File: src/rtl/fuzz_pkg.sv
package fuzz_pkg;
    // Multiplier shared by all lanes; congruent to 1 mod 4 for full period
    localparam int LCG_MUL  = 141;
    // Seed spread across lanes; odd so lane seeds are distinct
    localparam int SEED_MUL = 37;
    localparam int SEED_OFS = 5;

    function automatic int lane_seed(input int idx, input int width);
        return (idx * SEED_MUL + SEED_OFS) % (1 << width);
    endfunction

    function automatic int lane_inc(input int idx, input int width);
        return (2 * idx + 1) % (1 << width);
    endfunction
endpackage

File: src/rtl/fuzz_mask_expand.sv
module fuzz_mask_expand #(
    parameter int LANES  = 32,
    parameter int LANE_W = 8
) (
    input  logic [LANES-1:0]        mask,
    output logic [LANES*LANE_W-1:0] mask_wide
);
    for (genvar g = 0; g < LANES; g++) begin : g_byte
        assign mask_wide[g*LANE_W +: LANE_W] = {LANE_W{mask[g]}};
    end
endmodule

File: src/rtl/fuzz_lcg_lane.sv
module fuzz_lcg_lane #(
    parameter int LANE_W = 8,
    parameter int MUL    = 141,
    parameter int INC    = 1,
    parameter int SEED   = 5
) (
    input  logic              clk,
    input  logic              rst,
    input  logic              step,
    input  logic              load,
    input  logic [LANE_W-1:0] load_val,
    output logic [LANE_W-1:0] state
);
    localparam logic [LANE_W-1:0] MUL_C  = LANE_W'(MUL);
    localparam logic [LANE_W-1:0] INC_C  = LANE_W'(INC);
    localparam logic [LANE_W-1:0] SEED_C = LANE_W'(SEED);

    logic [LANE_W-1:0] nxt;

    always_comb begin
        nxt = LANE_W'(state * MUL_C + INC_C);
    end

    always_ff @(posedge clk) begin
        if (rst) begin
            state <= SEED_C;
        end else if (load) begin
            state <= load_val;
        end else if (step) begin
            state <= nxt;
        end
    end
endmodule

File: src/rtl/fuzz_xor_stage.sv
module fuzz_xor_stage #(
    parameter int WIDTH = 256
) (
    input  logic             clk,
    input  logic             rst,
    input  logic             vld_i,
    input  logic [WIDTH-1:0] data_i,
    input  logic [WIDTH-1:0] rand_i,
    input  logic [WIDTH-1:0] mask_wide_i,
    output logic             vld_o,
    output logic [WIDTH-1:0] data_o
);
    logic [WIDTH-1:0] flip;
    logic [WIDTH-1:0] fuzzed;

    always_comb begin
        flip   = rand_i & mask_wide_i;
        fuzzed = data_i ^ flip;
    end

    always_ff @(posedge clk) begin
        if (rst) begin
            vld_o  <= 1'b0;
            data_o <= '0;
        end else begin
            vld_o <= vld_i;
            if (vld_i) begin
                data_o <= fuzzed;
            end
        end
    end
endmodule

File: src/rtl/byte_fuzz_core.sv
module byte_fuzz_core #(
    parameter int LANES  = 32,
    parameter int LANE_W = 8
) (
    input  logic                    clk,
    input  logic                    rst,
    input  logic                    in_valid,
    input  logic [LANES*LANE_W-1:0] in_data,
    input  logic [LANES-1:0]        in_mask,
    input  logic                    seed_load,
    input  logic [LANES*LANE_W-1:0] seed_data,
    output logic                    out_valid,
    output logic [LANES*LANE_W-1:0] out_data
);
    localparam int WIDTH = LANES * LANE_W;

    logic [WIDTH-1:0] rand_word;
    logic [WIDTH-1:0] mask_wide;

    fuzz_mask_expand #(
        .LANES  (LANES),
        .LANE_W (LANE_W)
    ) u_expand (
        .mask      (in_mask),
        .mask_wide (mask_wide)
    );

    for (genvar g = 0; g < LANES; g++) begin : g_lane
        fuzz_lcg_lane #(
            .LANE_W (LANE_W),
            .MUL    (fuzz_pkg::LCG_MUL),
            .INC    (fuzz_pkg::lane_inc(g, LANE_W)),
            .SEED   (fuzz_pkg::lane_seed(g, LANE_W))
        ) u_lane (
            .clk      (clk),
            .rst      (rst),
            .step     (in_valid),
            .load     (seed_load),
            .load_val (seed_data[g*LANE_W +: LANE_W]),
            .state    (rand_word[g*LANE_W +: LANE_W])
        );
    end

    fuzz_xor_stage #(
        .WIDTH (WIDTH)
    ) u_xor (
        .clk         (clk),
        .rst         (rst),
        .vld_i       (in_valid),
        .data_i      (in_data),
        .rand_i      (rand_word),
        .mask_wide_i (mask_wide),
        .vld_o       (out_valid),
        .data_o      (out_data)
    );
endmodule

File: config.mk
export PLATFORM = sky130hd
export DESIGN_NAME = byte_fuzz_core
export DESIGN_NICKNAME = d
export VERILOG_FILES = /design/src/rtl/fuzz_pkg.sv /design/src/rtl/fuzz_mask_expand.sv /design/src/rtl/fuzz_lcg_lane.sv /design/src/rtl/fuzz_xor_stage.sv /design/src/rtl/byte_fuzz_core.sv
export SDC_FILE = /design/constraint.sdc
export NUM_CORES = 2
export LEC_CHECK = 0
export CAP_MARGIN = 20
export CORE_ASPECT_RATIO = 0.5
export CORE_MARGIN = 3
export CORE_UTILIZATION = 29
export DETAILED_ROUTE_END_ITERATION = 12
export PLACE_DENSITY = 0.6
export REMOVE_ABC_BUFFERS = 1
export SLEW_MARGIN = 0
export SYNTH_ARGS = -nofsm -noshare
export SYNTH_HDL_FRONTEND = slang
export SYNTH_SLANG_ARGS = --single-unit
File: constraint.sdc
create_clock -name clk -period 4.12 [get_ports clk]
set_clock_uncertainty 0.1 [all_clocks]
set_input_delay 1.03 -clock clk [delete_from_list [all_inputs] [get_ports clk]]
set_output_delay 1.03 -clock clk [all_outputs]
set_load 0.02 [all_outputs]
==> impl_metrics.tcl <==
set metrics [dict create \
    run_status "finished clean" \
    cts_buffers 58 \
    die_h_microns 266 \
    p_seq_frac 0.254 \
    num_vias 33100 \
    clk_pin_slew_ps 80 \
    grt_max_degree 134 \
    die_w_microns 525 \
    met3_length_microns 4750 \
    cts_root_buf "clkbuf_16" \
    cts_resized 0 \
    wl_met2_microns 69500 \
    clock_latency_ps 650 \
    finalCritPeriodShare 0.879 \
    setup_viol 0 \
    hold_buffers 0 \
    p_leak_nw 22.3 \
    internal_power_w 0.0152 \
    relSlewSlack 0.469 \
    die_area_sq_um 140000 \
    synth_top_area_frac 0.263 \
    path_class "register to register" \
    grt_pass1_wl_microns 207000 \
    cp-end-kind "register" \
    grt-ovfl-total 0 \
    synth_top_area_cell "dfxtp_1" \
    p_clk_frac 0.232 \
    max-cap-violations 0 \
    wl_per_cell_microns 19.7 \
    tightest_slew_ps 796 \
    finish.net_count 6385 \
    drt-vias-per-instance 4.76 \
    hold_viol 0 \
    ys_ff_latch 513 \
    cts_tree "done" \
    p_per_area_nw_per_um2 486 \
    area_growth_pct 30.5 \
    peakVddDrop_v 0.000357 \
    clock-sinks 513 \
    p_total_w 0.0248 \
    cp.arrival_ps 4070 \
    drtAntennaViolNets 0 \
    routabilityCongestion 0.884 \
    syn-cell-area_sq_um 39100 \
    postCtsSetupBuffers 0 \
    grtUsageTotal 0.190 \
    start_util 0.295 \
    preCtsSetupSlack_ps 513 \
    cp_max_fo 6 \
    totalWireLength_microns 137000 \
    dp_hpwl_microns 108000 \
    io_pins 805 \
    cts_buffer_depth 3 \
    cp.required_ps 4570 \
    cts_htree_levels 2 \
    switching_share 0.387 \
    drtIter0Drc 1785 \
    synth_cells 4430 \
    rsz0062_at_grt "no" \
    first_pass_iters 5 \
    topRoutingLayerUsed "met5" \
    p_sw_w 0.00959 \
    timing.fmax_ghz 0.276 \
    yosysWarningCount 0 \
    synthTopCellsByCount "603 x ha_1, 513 x dfxtp_1, 509 x nor2_1" \
    hp-class "register to register" \
    comb_power_share 0.514 \
    drv_slew 0 \
    seq_area_frac_synth 0.263 \
    ys_async_sr_fraction 0 \
    drc 0 \
    yosysMostFrequentCell "ha_1" \
    io_buffers 804 \
    synth_cell_types 43 \
    wl_met1_microns 59200 \
    core-area_sq_um 133000 \
    finalWorstSetupSlack_ps 499 \
    grt_antenna_before_repair 47 \
    synth_edf_count 0 \
    min_period_ps 3620 \
    synth.area.top_cells "dfxtp_1 26%, ha_1 19%, xor2_1 7.4%" \
    syn_area_per_cell_sq_um 8.83 \
    drive_above_1_share 0.0294 \
    ys.flop_type "dfxtp_1" \
    worstSetupStartpointType "register" \
    rows 94 \
    grt_pass1_vias 33600 \
]
path summary, 6_finish.rpt:
check / start / to / slack, ps / cells after the start
worst max register to register: g_lane[30].u_lane.state[2] / g_lane[30].u_lane.state[7] / 500 / 12
worst min-delay path: u_xor.data_o[182] / u_xor.data_o[182] / 380 / 2
worst max-delay path: g_lane[30].u_lane.state[2] / g_lane[30].u_lane.state[7] / 500 / 12
worst min register to register: u_xor.data_o[182] / u_xor.data_o[182] / 380 / 2
power groups by stage:
stage | sequential, W | clock (W) | combinational [W]
after global routing | 0.00638 | 0.00612 | 0.0144
after detailed placement | 0.00640 | 0 | 0.0128
after floorplan | 0.00641 | 0 | 0.00916
after CTS | 0.00629 | 0.00591 | 0.0129
final | 0.00629 | 0.00574 | 0.0127
after global placement | 0.00637 | 0 | 0.0124
placed cells by master, fill, tap and decap left out, drive strengths merged, types with 6 or more instances in the layout:
cell type      count
a211oi           361
o211ai            24
a21oi            218
nand2b            63
xor2             329
clkbuf            80
mux2i             80
a221oi            10
a21o              54
xnor3              8
bufinv             8
o21bai            22
fa               142
clkdlybuf4s50    801
nor2b              6
nor3               8
buf               44
a211o             40
nor2             509
a31oi             16
inv              357
a22o               7
nand2            400
xnor2            279
dfxtp            513
ha               603
diode             35
clkinv            13
o21ai            120
flip-flops by register name, summed over array words and instances, names as in the netlist:
| name | cells |
|---|---|
| u_xor.data_o | 256 |
| g_lane.u_lane.state | 256 |
| u_xor.vld_o | 1 |
stage by stage:
| step | util | std cells | hold WS [ps] | area, sq um | TNS [ps] |
|---|---|---|---|---|---|
| 2_1_floorplan | - | 4187 | 370 | 38100 | -3000 |
| 4_1_cts | 0.384 | 6915 | 384 | 50900 | 0 |
| 6_report | 0.385 | 6950 | 383 | 51000 | 0 |
| 3_5_place_dp | 0.369 | 6808 | 376 | 48900 | 0 |
| 3_3_place_gp | 0.369 | 6808 | 370 | 48900 | 0 |
| 5_1_grt | 0.384 | 6943 | 396 | 51000 | 0 |
logic make-up (layout without fill, tap and decap cells):
logic type,Yosys count,after routing,synth area share
AOI/OAI and AO/OA,882,882,0.150
xor gates and xnor gates,616,616,0.141
adders and majority gates,745,745,0.266
buffers and inverters,595,1304,0.0582
DFF,513,513,0.263
muxes,80,80,0.0205
other,0,35,0
and+or+nand+nor,999,999,0.102
per-layer routing:
| metal | vias up | GRT usage |
|---|---|---|
| met5 | - | 0 |
| met4 | 16 | 0.0562 |
| met3 | 188 | 0.0253 |
| met2 | 549 | 0.341 |
| met1 | 16000 | 0.236 |
| li1 | 16300 | - |
final cells by class:
| cell class | count | area (sq um) |
|---|---|---|
| fill | 13300 | 81600 |
| multi-input combinational | 3322 | 26600 |
| sequential | 513 | 10300 |
| timing repair buffer | 845 | 8530 |
| tap | 1776 | 2220 |
| clock buffer | 80 | 1650 |
| inverter | 352 | 1330 |
| clock inverter | 27 | 372 |
| antenna | 35 | 87.6 |
worst max-delay path, stage by stage (launching register included):
cell	delay (ps)
dfxtp_1	480
ha_1	290
ha_1	280
inv_1	50
fa_1	500
fa_1	540
inv_1	40
ha_1	320
a31oi_1	290
o21ai_0	170
xnor2_1	180
a21oi_1	90
a22o_1	190
(Power assumes the default switching activity.)
